<file path="config.mk">
export PLATFORM = sky130hd
export DESIGN_NAME = sio_cfg_port
export DESIGN_NICKNAME = d
export VERILOG_FILES = /design/src/rtl/sio_cfg_pkg.sv /design/src/rtl/sio_cfg_regs.sv /design/src/rtl/sio_cfg_rsp.sv /design/src/rtl/sio_cfg_decode.sv /design/src/rtl/sio_cfg_port.sv
export SDC_FILE = /design/constraint.sdc
export NUM_CORES = 1
export LEC_CHECK = 0
export CAP_MARGIN = 20
export CORE_MARGIN = 5
export CORE_UTILIZATION = 55
export CTS_BUF_LIST = sky130_fd_sc_hd__clkbuf_4 sky130_fd_sc_hd__clkbuf_8 sky130_fd_sc_hd__clkbuf_16
export DETAILED_ROUTE_END_ITERATION = 16
export DONT_BUFFER_PORTS = 1
export GPL_TIMING_DRIVEN = 0
export PLACE_DENSITY = 0.73
export SYNTH_ARGS = -nofsm -noshare
export SYNTH_HDL_FRONTEND = slang
export SYNTH_SLANG_ARGS = --single-unit
export TNS_END_PERCENT = 1
</file>
<file path="constraint.sdc">
create_clock -name clk -period 1.8 [get_ports clk]
set_input_delay 0.09 -clock clk [delete_from_list [all_inputs] [get_ports clk]]
set_output_delay 0.09 -clock clk [all_outputs]
set_load 0.02 [all_outputs]
</file>
<file path="src/rtl/sio_cfg_pkg.sv">
package sio_cfg_pkg;

  localparam int unsigned BYTE_W    = 8;
  localparam int unsigned STRAP_W   = 5;
  localparam int unsigned NUM_REGS  = 3;
  localparam logic [7:0]  ID_FIRST  = 8'h88;
  localparam logic [7:0]  ID_SECOND = 8'h00;

  typedef enum logic [1:0] {
    ID_HI   = 2'd0,
    ID_LO   = 2'd1,
    ID_DONE = 2'd2
  } id_step_t;

  function automatic logic [7:0] enable_reset(input logic [STRAP_W-1:0] s);
    if (s <= 5'd5)       return 8'h4F;
    else if (s <= 5'd11) return 8'h4B;
    else if (s <= 5'd15) return 8'h0F;
    else if (s <= 5'd19) return 8'h49;
    else if (s <= 5'd23) return 8'h07;
    else if (s <= 5'd29) return 8'h47;
    else if (s == 5'd30) return 8'h08;
    else                 return 8'h00;
  endfunction

  function automatic logic [7:0] address_reset(input logic [STRAP_W-1:0] s);
    case (s)
      5'd0, 5'd12, 5'd20, 5'd24, 5'd30, 5'd31: return 8'h10;
      5'd1, 5'd2, 5'd13, 5'd21, 5'd25, 5'd26:  return 8'h11;
      5'd3, 5'd14, 5'd22, 5'd27:               return 8'h39;
      5'd4, 5'd15, 5'd23, 5'd28:               return 8'h24;
      5'd5, 5'd29:                             return 8'h38;
      5'd7, 5'd8, 5'd17, 5'd18:                return 8'h01;
      5'd9:                                    return 8'h09;
      5'd10, 5'd11:                            return 8'h08;
      default:                                 return 8'h00;
    endcase
  endfunction

  function automatic logic [7:0] power_reset(input logic [STRAP_W-1:0] s);
    return (s == 5'd31) ? 8'h02 : 8'h00;
  endfunction

  function automatic logic [7:0] reg_reset(input int unsigned which,
                                           input logic [STRAP_W-1:0] s);
    case (which)
      0:       return enable_reset(s);
      1:       return address_reset(s);
      default: return power_reset(s);
    endcase
  endfunction

  function automatic logic [15:0] serial_base(input logic [1:0] code,
                                              input logic [1:0] col);
    if (code == 2'd0) return 16'h03F8;
    if (code == 2'd1) return 16'h02F8;
    if (code[0] == 1'b0) begin
      case (col)
        2'd0:    return 16'h03E8;
        2'd1:    return 16'h0338;
        2'd2:    return 16'h02E8;
        default: return 16'h0220;
      endcase
    end
    case (col)
      2'd0:    return 16'h02E8;
      2'd1:    return 16'h0238;
      2'd2:    return 16'h02E0;
      default: return 16'h0228;
    endcase
  endfunction

endpackage

</file>
<file path="src/rtl/sio_cfg_regs.sv">
module sio_cfg_regs
  import sio_cfg_pkg::*;
(
  input  logic               clk,
  input  logic               rst,
  input  logic [STRAP_W-1:0] strap,
  input  logic               acc,
  input  logic               wr,
  input  logic               sel_data,
  input  logic [BYTE_W-1:0]  wdata,
  output logic [BYTE_W-1:0]  rdata,
  output logic               id_fresh,
  output logic [BYTE_W-1:0]  fe,
  output logic [BYTE_W-1:0]  fa,
  output logic [BYTE_W-1:0]  pt
);

  localparam int unsigned SEL_W = $clog2(NUM_REGS);

  logic [BYTE_W-1:0]                idx_q;
  id_step_t                         step_q;
  logic [NUM_REGS-1:0][BYTE_W-1:0]  cfg_q;
  logic                             idx_valid;
  logic                             data_wr;

  assign idx_valid = (idx_q < BYTE_W'(NUM_REGS));
  assign data_wr   = acc && wr && sel_data && idx_valid;

  always_ff @(posedge clk) begin
    if (rst) begin
      idx_q  <= '0;
      step_q <= ID_HI;
    end else if (acc && !sel_data) begin
      if (wr) begin
        idx_q  <= wdata;
        step_q <= ID_DONE;
      end else begin
        case (step_q)
          ID_HI:   step_q <= ID_LO;
          default: step_q <= ID_DONE;
        endcase
      end
    end
  end

  for (genvar g = 0; g < NUM_REGS; g++) begin : g_cfg
    logic [BYTE_W-1:0] q;
    always_ff @(posedge clk) begin
      if (rst)
        q <= reg_reset(g, strap);
      else if (data_wr && idx_q[SEL_W-1:0] == SEL_W'(g))
        q <= wdata;
    end
    assign cfg_q[g] = q;
  end

  always_comb begin
    if (!sel_data) begin
      case (step_q)
        ID_HI:   rdata = ID_FIRST;
        ID_LO:   rdata = ID_SECOND;
        default: rdata = idx_q;
      endcase
    end else if (idx_valid) begin
      rdata = cfg_q[idx_q[SEL_W-1:0]];
    end else begin
      rdata = '0;
    end
  end

  assign id_fresh = (step_q == ID_HI);
  assign fe = cfg_q[0];
  assign fa = cfg_q[1];
  assign pt = cfg_q[2];

  // Data write with an out-of-range index leaves every register alone
  assert_oob_write_ignored_R6: assert property (@(posedge clk) disable iff (rst)
    (acc && wr && sel_data && idx_q >= BYTE_W'(NUM_REGS)) |=> $stable(cfg_q));

  // Without a data write the registers hold, whatever the strap does
  assert_strap_ignored_R13: assert property (@(posedge clk) disable iff (rst)
    !(acc && wr && sel_data) |=> $stable(cfg_q));

  // Index write stores the written byte
  assert_index_store_R4: assert property (@(posedge clk) disable iff (rst)
    (acc && wr && !sel_data) |=> (idx_q == $past(wdata)));

endmodule

</file>
<file path="src/rtl/sio_cfg_rsp.sv">
module sio_cfg_rsp
  import sio_cfg_pkg::*;
(
  input  logic              clk,
  input  logic              rst,
  input  logic              load,
  input  logic [BYTE_W-1:0] load_data,
  output logic              can_accept,
  output logic              rsp_valid,
  input  logic              rsp_ready,
  output logic [BYTE_W-1:0] rsp_rdata
);

  logic              valid_q;
  logic [BYTE_W-1:0] data_q;

  assign can_accept = !valid_q || rsp_ready;

  always_ff @(posedge clk) begin
    if (rst) begin
      valid_q <= 1'b0;
      data_q  <= '0;
    end else if (load) begin
      valid_q <= 1'b1;
      data_q  <= load_data;
    end else if (rsp_ready) begin
      valid_q <= 1'b0;
    end
  end

  assign rsp_valid = valid_q;
  assign rsp_rdata = data_q;

  // A stalled response stays presented with unchanged data
  assert_stall_hold_R2: assert property (@(posedge clk) disable iff (rst)
    (rsp_valid && !rsp_ready) |=> (rsp_valid && $stable(rsp_rdata)));

endmodule

</file>
<file path="src/rtl/sio_cfg_decode.sv">
module sio_cfg_decode
  import sio_cfg_pkg::*;
#(
  parameter int unsigned ADDR_W  = 16,
  parameter int unsigned IRQ_W   = 4,
  parameter int unsigned NUM_SER = 2
) (
  input  logic                      clk,
  input  logic                      rst,
  input  logic [BYTE_W-1:0]         fe,
  input  logic [BYTE_W-1:0]         fa,
  input  logic [BYTE_W-1:0]         pt,
  output logic                      par_en,
  output logic [ADDR_W-1:0]         par_base,
  output logic [IRQ_W-1:0]          par_irq,
  output logic [NUM_SER-1:0]        ser_en,
  output logic [NUM_SER*ADDR_W-1:0] ser_base,
  output logic [NUM_SER*IRQ_W-1:0]  ser_irq,
  output logic                      fdc_en,
  output logic [ADDR_W-1:0]         fdc_base,
  output logic [IRQ_W-1:0]          fdc_irq,
  output logic                      ide_en,
  output logic [ADDR_W-1:0]         ide_base,
  output logic [ADDR_W-1:0]         ide_alt_base,
  output logic [IRQ_W-1:0]          ide_irq
);

  localparam int unsigned SER_EN_LSB = 1;
  localparam logic [ADDR_W-1:0] ALT_OFFSET = ADDR_W'(16'h0206);

  logic unused_bits;
  assign unused_bits = ^{fe[4], pt[7:4], pt[2:0]};

  // Parallel port
  assign par_en = fe[0];
  always_comb begin
    case (fa[1:0])
      2'd0: begin
        par_base = ADDR_W'(16'h0378);
        par_irq  = pt[3] ? IRQ_W'(7) : IRQ_W'(5);
      end
      2'd1: begin
        par_base = ADDR_W'(16'h03BC);
        par_irq  = IRQ_W'(7);
      end
      2'd2: begin
        par_base = ADDR_W'(16'h0278);
        par_irq  = IRQ_W'(5);
      end
      default: begin
        par_base = '0;
        par_irq  = '0;
      end
    endcase
  end

  // Serial ports
  for (genvar n = 0; n < NUM_SER; n++) begin : g_ser
    logic [1:0] code;
    assign code = fa[2*n+3 -: 2];
    assign ser_en[n] = fe[SER_EN_LSB+n];
    assign ser_base[n*ADDR_W +: ADDR_W] = ADDR_W'(serial_base(code, fa[7:6]));
    assign ser_irq[n*IRQ_W +: IRQ_W]    = code[0] ? IRQ_W'(3) : IRQ_W'(4);
  end

  // Floppy controller
  assign fdc_en   = fe[3];
  assign fdc_base = fe[5] ? ADDR_W'(16'h0370) : ADDR_W'(16'h03F0);
  assign fdc_irq  = IRQ_W'(6);

  // Disk controller
  assign ide_en       = fe[6];
  assign ide_base     = fe[7] ? ADDR_W'(16'h0170) : ADDR_W'(16'h01F0);
  assign ide_alt_base = fe[7] ? ADDR_W'(16'h0376) : ADDR_W'(16'h03F6);
  assign ide_irq      = IRQ_W'(14);

  // Secondary disk range sits at the fixed offset from the primary
  assert_disk_alt_R12: assert property (@(posedge clk) disable iff (rst)
    ide_alt_base == ide_base + ALT_OFFSET);

  // A parallel port without an address carries no interrupt
  assert_par_none_R8: assert property (@(posedge clk) disable iff (rst)
    (par_base == '0) |-> (par_irq == '0));

endmodule

</file>
<file path="src/rtl/sio_cfg_port.sv">
module sio_cfg_port
  import sio_cfg_pkg::*;
#(
  parameter int unsigned ADDR_W  = 16,
  parameter int unsigned IRQ_W   = 4,
  parameter int unsigned NUM_SER = 2
) (
  input  logic                      clk,
  input  logic                      rst,
  input  logic [STRAP_W-1:0]        strap_cfg,
  input  logic                      req_valid,
  output logic                      req_ready,
  input  logic                      req_write,
  input  logic                      req_sel_data,
  input  logic [BYTE_W-1:0]         req_wdata,
  output logic                      rsp_valid,
  input  logic                      rsp_ready,
  output logic [BYTE_W-1:0]         rsp_rdata,
  output logic                      par_en,
  output logic [ADDR_W-1:0]         par_base,
  output logic [IRQ_W-1:0]          par_irq,
  output logic [NUM_SER-1:0]        ser_en,
  output logic [NUM_SER*ADDR_W-1:0] ser_base,
  output logic [NUM_SER*IRQ_W-1:0]  ser_irq,
  output logic                      fdc_en,
  output logic [ADDR_W-1:0]         fdc_base,
  output logic [IRQ_W-1:0]          fdc_irq,
  output logic                      ide_en,
  output logic [ADDR_W-1:0]         ide_base,
  output logic [ADDR_W-1:0]         ide_alt_base,
  output logic [IRQ_W-1:0]          ide_irq
);

  logic              acc;
  logic [BYTE_W-1:0] rd_byte;
  logic              id_fresh;
  logic [BYTE_W-1:0] fe, fa, pt;

  assign acc = req_valid && req_ready;

  sio_cfg_regs u_regs (
    .clk      (clk),
    .rst      (rst),
    .strap    (strap_cfg),
    .acc      (acc),
    .wr       (req_write),
    .sel_data (req_sel_data),
    .wdata    (req_wdata),
    .rdata    (rd_byte),
    .id_fresh (id_fresh),
    .fe       (fe),
    .fa       (fa),
    .pt       (pt)
  );

  sio_cfg_rsp u_rsp (
    .clk        (clk),
    .rst        (rst),
    .load       (acc && !req_write),
    .load_data  (rd_byte),
    .can_accept (req_ready),
    .rsp_valid  (rsp_valid),
    .rsp_ready  (rsp_ready),
    .rsp_rdata  (rsp_rdata)
  );

  sio_cfg_decode #(
    .ADDR_W  (ADDR_W),
    .IRQ_W   (IRQ_W),
    .NUM_SER (NUM_SER)
  ) u_dec (
    .clk          (clk),
    .rst          (rst),
    .fe           (fe),
    .fa           (fa),
    .pt           (pt),
    .par_en       (par_en),
    .par_base     (par_base),
    .par_irq      (par_irq),
    .ser_en       (ser_en),
    .ser_base     (ser_base),
    .ser_irq      (ser_irq),
    .fdc_en       (fdc_en),
    .fdc_base     (fdc_base),
    .fdc_irq      (fdc_irq),
    .ide_en       (ide_en),
    .ide_base     (ide_base),
    .ide_alt_base (ide_alt_base),
    .ide_irq      (ide_irq)
  );

  // First index read after reset answers with the leading ID byte
  assert_id_first_R3: assert property (@(posedge clk) disable iff (rst)
    (acc && !req_write && !req_sel_data && id_fresh) |=>
      (rsp_valid && rsp_rdata == ID_FIRST));

endmodule

</file>
* Word level (Yosys, flattened, before mapping) *
Memories as Yosys holds them, arrays and structs flattened.
Index checks and enable logic that the tools add are counted.

storage, ports and cells
  register bits = 43
  memory bits (read-only) = 160
  input bits = 19
  output and inout bits = 131
  logic and storage cells = 108
  memories = 1

memory list
  memory           words  width  read ports  clocked after memory_dff  write ports  RTL line           source
  (no name shown)  32     5      1           0                         0            sio_cfg_pkg.sv:27  case (s)

operators by class
  $lt $le $gt $ge = 8
  equality and inequality tests = 11
  muxes and demuxes = 57
  reductions and logical operators = 24

operators with widths
  kind                  count
  $mux W16              12
  $mux W8               18
  $pmux W10 S3          1
  $pmux W9 S3           1
  $pmux W8 S3           1
  $bmux W8 S2           1
  $pmux W8 S2           1
  $le A5 B5 Y1 const B  3
  $mux W1               14
  $eq A2 B1 Y1 const B  6
  $logic_not A2 Y1      6
  $pmux W4 S3           1
  $eq A5 B5 Y1 const B  2
  $le A5 B4 Y1 const B  2
  $logic_and A1 B1 Y1   9
  $lt A8 B2 Y1 const B  1
  $mux W2               4
  $reduce_bool A2 Y1    4
  $eq A2 B2 Y1 const B  3
  $mux W3               2
  $le A5 B3 Y1 const B  1
  $mux W4               1
  $logic_not A1 Y1      3
  $lt A2 B3 Y1 const B  1
  2 further kinds       2

* Logic depth before layout (Yosys ltp) *
  depth after elaboration = 9
  mapped depth = 6
  mapped depth without buffers = 6

* Cells and area by module *
Synthesis repeated with hierarchy kept, for this count alone.

unflattened totals
  cells, all modules = 340
  area, all modules = 3184.3 µm²

by module, submodules not included
  module          times used  cells an instance  area an instance (µm²)  sequential area each (µm²)
  sio_cfg_regs    1           181                1963.1                  920.9
  sio_cfg_decode  1           127                884.6                   0.0
  sio_cfg_rsp     1           30                 321.6                   180.2
  sio_cfg_port    1           2                  15.0                    0.0

* Worst setup path before layout *
Ideal clock, no wire load.

  path type = register -> register
  start = register u_regs.idx_q[7]
  end = register u_regs.g_cfg[1].q[0], in the netlist u_regs.fa[0] (enable)
  library setup time = 0.326 ns
  data arrival time = 1.609 ns
  required time = 1.474 ns
  path slack = -0.135 ns
  stages on the path, launching flop included = 5
  path buffers = 0
  period minus slack after synthesis = 1.935 ns
  cells stage by stage = dfxtp_1 or4b_4 nor3_4 and4_2 a21o_1

on the way
  longest elaborated chain between the ends = 4

ends and longest elaborated chain
  element                       RTL line            source
  start: declaration            sio_cfg_regs.sv:20  logic [BYTE_W-1:0] idx_q;
  start signal: assignment      sio_cfg_regs.sv:35  idx_q <= wdata;
  $lt A8 B2 Y1                  sio_cfg_regs.sv:26  assign idx_valid = (idx_q < BYTE_W'(NUM_REGS));
  $logic_and A1 B1 Y1           sio_cfg_regs.sv:27  assign data_wr = acc && wr && sel_data && idx_valid;
  $logic_and A1 B1 Y1           sio_cfg_regs.sv:51  else if (data_wr && idx_q[SEL_W-1:0] == SEL_W'(g))
  $reduce_bool A2 Y1 (no line)  n/a
  end signal: assignment        sio_cfg_regs.sv:50  q <= reg_reset(g, strap);
  end signal: assignment        sio_cfg_regs.sv:52  q <= wdata;
  end: declaration              sio_cfg_regs.sv:47  logic [BYTE_W-1:0] q;

Every way passes these cells.
A chain may end at the register's enable or synchronous reset.

* Worst setup path after layout *
  start = register u_regs.idx_q[5]
  end = register u_regs.g_cfg[2].q[1], in the netlist u_regs.pt[1] (enable)

on the way
  longest elaborated chain between the ends = 4

ends and longest elaborated chain
  element                       RTL line
  $lt A8 B2 Y1                  sio_cfg_regs.sv:26
  $logic_and A1 B1 Y1           sio_cfg_regs.sv:27
  $logic_and A1 B1 Y1           sio_cfg_regs.sv:51
  $reduce_bool A2 Y1 (no line)  n/a
  end signal: assignment        sio_cfg_regs.sv:50
  end signal: assignment        sio_cfg_regs.sv:52
  end: declaration              sio_cfg_regs.sv:47

Every way passes these cells.

==> run summary <==
================================================================================
Number of sinks handled by clock tree synthesis ...................           43
Number of antenna violations at the first check in global routing .            0
Std-Cell Core Area ................................................     5470 µm²
Number of cells produced by synthesis .............................          351
Clock Pin Slew Worst Setup and Hold Paths .........................      0.09 ns
Number of flops mapped to enable cells by yosys ...................           24
Classification of the worst setup path ............................      reg2reg
Worst-case setup margin in the final layout .......................   -0.0451 ns
Reg-to-reg startpoint ............................................. u_regs.idx_q[5]$_SDFFE_PP0P_
Worst reg-to-reg path cell count ..................................            4
Remaining antenna violation count .................................            0
Startpoint types ..................................................     register
First-pass detailed-route iteration total .........................            4
Drt total wl ......................................................      7.05 mm
Global-route wire length before repair ............................      10.8 mm
Nets ..............................................................          478
Cell row count ....................................................           27
TritonCTS buffer count ............................................            5
Rel. slew slack ...................................................        50.4%
Main flop type after synthesis .................................... sky130_fd_sc_hd__edfxtp_1
Number of inserted filler cells in the final layout ...............          494
Horizontal die dimension ..........................................      85.0 µm
Count of final max-slew check failures ............................            0
Worst-skew pair later-pin latency .................................      0.30 ns
Beginning of the worst hold path ..................................    req_write
Setup repair after global routing missed its margin ...............          yes
Final global-route overflow total .................................            0
Crit path arrival time ............................................      1.85 ns
Relative area change from synthesis to final layout ...............        21.4%
Sequential-to-total area share from yosys stat ....................        35.6%
I/O pin count .....................................................          150
Yosys cell types ..................................................           43
Layout cell share with drive strength beyond 1 ....................        27.5%
Via count of the first global-routing pass ........................        2,202
Effective utilization at floorplan ................................        56.5%
Area of the die ...................................................     7220 µm²
Final cell area excluding filler cells ............................     3750 µm²
FFs w/ async S/R, synth ...........................................           0%
Synth warnings ....................................................            0
DR vias ...........................................................        2,327
Result of the run ................................................. finished with violations
Maximum count of clock buffers along a single path ................            2
Clock period minus worst slack ....................................      1.85 ns
IO Port Bufs ......................................................            0
Period Utilization, post-route ....................................         103%
H-tree levels .....................................................            2
Root Buffer Master ................................................ sky130_fd_sc_hd__clkbuf_8
Endpoint kind of the worst setup timing path ......................     register
Slew at the pin closest to its max-slew limit .....................     0.739 ns
End of the worst register-to-register path ........................ u_regs.pt[1]$_DFFE_PP_
Setup violators final .............................................           11
Required time of the critical path ................................      1.81 ns
Mean post-synth cell area .........................................     8.80 µm²
Overall die height ................................................      85.0 µm
Aggregate global-route resource usage .............................        18.6%
Dpl hpwl ..........................................................      5.65 mm
Final antenna diode count .........................................            0
P per Cell Area ...................................................   697 nW/µm²
Post-synthesis sequential element count ...........................           43
Worst IR Drop VDD .................................................       475 µV
Fmax ..............................................................      542 MHz
Hold crit path type ...............................................       in2reg
Final Skew ........................................................   0.00786 ns
Hold Violations, Final ............................................            1
Drt initial violations ............................................          115
Flop2flop setup slack .............................................     -0.05 ns
Violations in the final reports ................................... negative hold slack, negative setup slack
Final total negative setup slack ..................................    -0.343 ns
Largest net degree at the start of global routing .................           15
Post-synthesis cell area ..........................................     3090 µm²
Sink of the worst hold path ....................................... u_rsp.rsp_rdata[7]$_SDFFE_PP0P_
DRC violation count after routing .................................            0
Max_cap viols .....................................................            0
Average vias per placed instance ..................................         4.42
Placer's final routability congestion estimate ....................        0.874
Clock tree from TritonCTS .........................................         done
Post-detailed-route wirelength per cell ...........................      13.4 µm
Number of stages on the worst hold path ...........................            3
Max FO, Critical Path .............................................            8
Standby leakage power .............................................      1.82 nW
Post-placement cell area ..........................................     3520 µm²
Worst-case hold slack .............................................  -0.00162 ns
================================================================================
-- per-layer routing --
metal / share of wire [%] / vias up / GRT usage (%)
met4: 0.48 / 0 / 3.45
met1: 40 / 1012 / 21.4
li1: - / 1200 / -
met3: 10 / 3 / 7.48
met5: 0 / - / 0
met2: 49 / 112 / 32.7
-- worst max-delay path by stage --
stage	to	slack, ns	from
floorplan	u_regs.pt[0]$_SDFFCE_PP0P_	-0.01	u_regs.idx_q[7]$_SDFFE_PP0P_
global placement	u_regs.pt[2]$_SDFFCE_PP0P_	-0.21	u_regs.idx_q[1]$_SDFFE_PP0P_
detailed placement	u_regs.pt[2]$_SDFFCE_PP0P_	-0.21	u_regs.idx_q[1]$_SDFFE_PP0P_
CTS	u_regs.pt[1]$_DFFE_PP_	-0.08	u_regs.idx_q[7]$_SDFFE_PP0P_
global route	u_regs.pt[1]$_DFFE_PP_	-0.11	u_regs.idx_q[1]$_SDFFE_PP0P_
finish	u_regs.pt[1]$_DFFE_PP_	-0.05	u_regs.idx_q[5]$_SDFFE_PP0P_
-- per-stage QoR --
stage	hold WS, ns	std cells	worst slack, ns	power [mW]	utilization (%)
6_report	-0.00162	526	-0.0451	2.62	68.6
5_1_grt	0.0102	526	-0.112	2.74	68.6
4_1_cts	0.00641	524	-0.0839	2.60	67.9
3_5_place_dp	0.243	507	-0.212	1.90	64.3
3_3_place_gp	0.236	507	-0.212	1.89	64.3
2_1_floorplan	0.234	435	-0.0146	1.81	-
-- repair_timing --
action                                  CTS  global route
endpoints found under the setup margin   24            37
resized for setup                         1             5
setup buffers                             1             1
pin swaps                                 1             5
hold endpoints to repair                  9             2
hold buffers                              8             1
-- critical path, stage by stage (launching register included) --
cell,delay [ns]
sky130_fd_sc_hd__dfxtp_2,0.33
sky130_fd_sc_hd__or4b_4,0.54
sky130_fd_sc_hd__nor3_4,0.16
sky130_fd_sc_hd__and4_4,0.29
sky130_fd_sc_hd__a31o_4,0.24
-- layout make-up --
type / count / area [µm²] / share of cell area, %
Buffer: 113 / 810 / 21.6
Multi-Input combinational cell: 261 / 1470 / 39.1
Sequential cell: 43 / 1100 / 29.4
Inverter: 18 / 67.6 / 1.80
Clock inverter: 2 / 13.8 / 0.367
Timing Repair Buffer: 11 / 105 / 2.80
Tap cell: 72 / 90.1 / 2.40
Clock buffer: 6 / 93.8 / 2.50
-- registers in the layout, summed over array words and instances (netlist names) --
signal	count
u_regs.pt	8
u_regs.step_q	2
u_regs.fa	8
u_rsp.rsp_rdata	8
u_regs.fe	8
u_regs.idx_q	8
u_rsp.rsp_valid	1
-- cell usage after synthesis, types with 2 or more instances --
| cell type | count | area share, % |
|---|---|---|
| sky130_fd_sc_hd__nor2_1 | 37 | 4.5 |
| sky130_fd_sc_hd__ha_1 | 6 | 2.4 |
| sky130_fd_sc_hd__nand3_1 | 5 | 0.81 |
| sky130_fd_sc_hd__a21oi_1 | 6 | 0.97 |
| sky130_fd_sc_hd__clkbuf_1 | 8 | 0.97 |
| sky130_fd_sc_hd__buf_2 | 3 | 0.49 |
| sky130_fd_sc_hd__nor2b_1 | 8 | 1.6 |
| sky130_fd_sc_hd__o21ai_0 | 16 | 2.6 |
| sky130_fd_sc_hd__xnor2_1 | 3 | 0.85 |
| sky130_fd_sc_hd__and2_1 | 2 | 0.40 |
| sky130_fd_sc_hd__edfxtp_1 | 24 | 23 |
| sky130_fd_sc_hd__inv_1 | 18 | 2.2 |
| sky130_fd_sc_hd__xor2_1 | 2 | 0.57 |
| sky130_fd_sc_hd__o2bb2ai_1 | 2 | 0.57 |
| sky130_fd_sc_hd__a311oi_1 | 8 | 2.3 |
| sky130_fd_sc_hd__dfxtp_1 | 19 | 12 |
| sky130_fd_sc_hd__mux2i_1 | 18 | 5.8 |
| sky130_fd_sc_hd__nand4b_1 | 2 | 0.57 |
| sky130_fd_sc_hd__buf_4 | 101 | 25 |
| sky130_fd_sc_hd__nand2b_1 | 5 | 1.0 |
| sky130_fd_sc_hd__o21bai_1 | 2 | 0.49 |
| sky130_fd_sc_hd__a21o_1 | 2 | 0.49 |
| sky130_fd_sc_hd__nand2_1 | 22 | 2.7 |
| sky130_fd_sc_hd__o31ai_1 | 4 | 0.97 |
| sky130_fd_sc_hd__nor3_1 | 8 | 1.3 |
| sky130_fd_sc_hd__conb_1 | 2 | 0.24 |
| sky130_fd_sc_hd__a31oi_1 | 2 | 0.40 |
-- kinds of logic after synthesis --
| logic type | synth area share [%] |
|---|---|
| buf+inv | 28.3 |
| mux | 5.83 |
| compound gates | 10.9 |
| fa+ha+maj | 2.43 |
| flops | 35.6 |
| xor+xnor | 1.42 |
| simple gates | 15.3 |
| other cells | 0.243 |
-- where the power goes --
part	total (mW)	leakage (nW)	switching, mW	internal [mW]
clock	0.703	0.0563	0.346	0.357
sequential	1.18	0.397	0.0703	1.11
combinational	0.735	1.37	0.452	0.283
-- cell usage in the layout, fill, tap and decap left out, types with 2 or more instances in the layout --
master                          synthesis  routed
sky130_fd_sc_hd__buf_4                101     103
sky130_fd_sc_hd__conb_1                 2      86
sky130_fd_sc_hd__nor2_1                37      37
sky130_fd_sc_hd__edfxtp_1              24      24
sky130_fd_sc_hd__nand2_1               22      22
sky130_fd_sc_hd__inv_1                 18      18
sky130_fd_sc_hd__mux2i_1               18      18
sky130_fd_sc_hd__dfxtp_1               19      17
sky130_fd_sc_hd__o21ai_0               16      16
sky130_fd_sc_hd__dlygate4sd3_1          0       9
sky130_fd_sc_hd__clkbuf_1               8       8
sky130_fd_sc_hd__nor3_1                 8       8
sky130_fd_sc_hd__a311oi_1               8       8
sky130_fd_sc_hd__nor2b_1                8       7
sky130_fd_sc_hd__a21oi_1                6       6
sky130_fd_sc_hd__ha_1                   6       6
sky130_fd_sc_hd__nand3_1                5       5
sky130_fd_sc_hd__nand2b_1               5       5
sky130_fd_sc_hd__clkbuf_8               0       5
sky130_fd_sc_hd__o31ai_1                4       4
sky130_fd_sc_hd__xnor2_1                3       3
sky130_fd_sc_hd__xor2_1                 2       2
sky130_fd_sc_hd__a31oi_1                2       2
sky130_fd_sc_hd__o21bai_1               2       2
sky130_fd_sc_hd__nand4b_1               2       2
sky130_fd_sc_hd__buf_2                  3       2
sky130_fd_sc_hd__nor3_4                 1       2
sky130_fd_sc_hd__a21o_4                 0       2
sky130_fd_sc_hd__and2_1                 2       2
sky130_fd_sc_hd__o2bb2ai_1              2       2
sky130_fd_sc_hd__dfxtp_2                0       2
(Power assumes the default switching activity.)
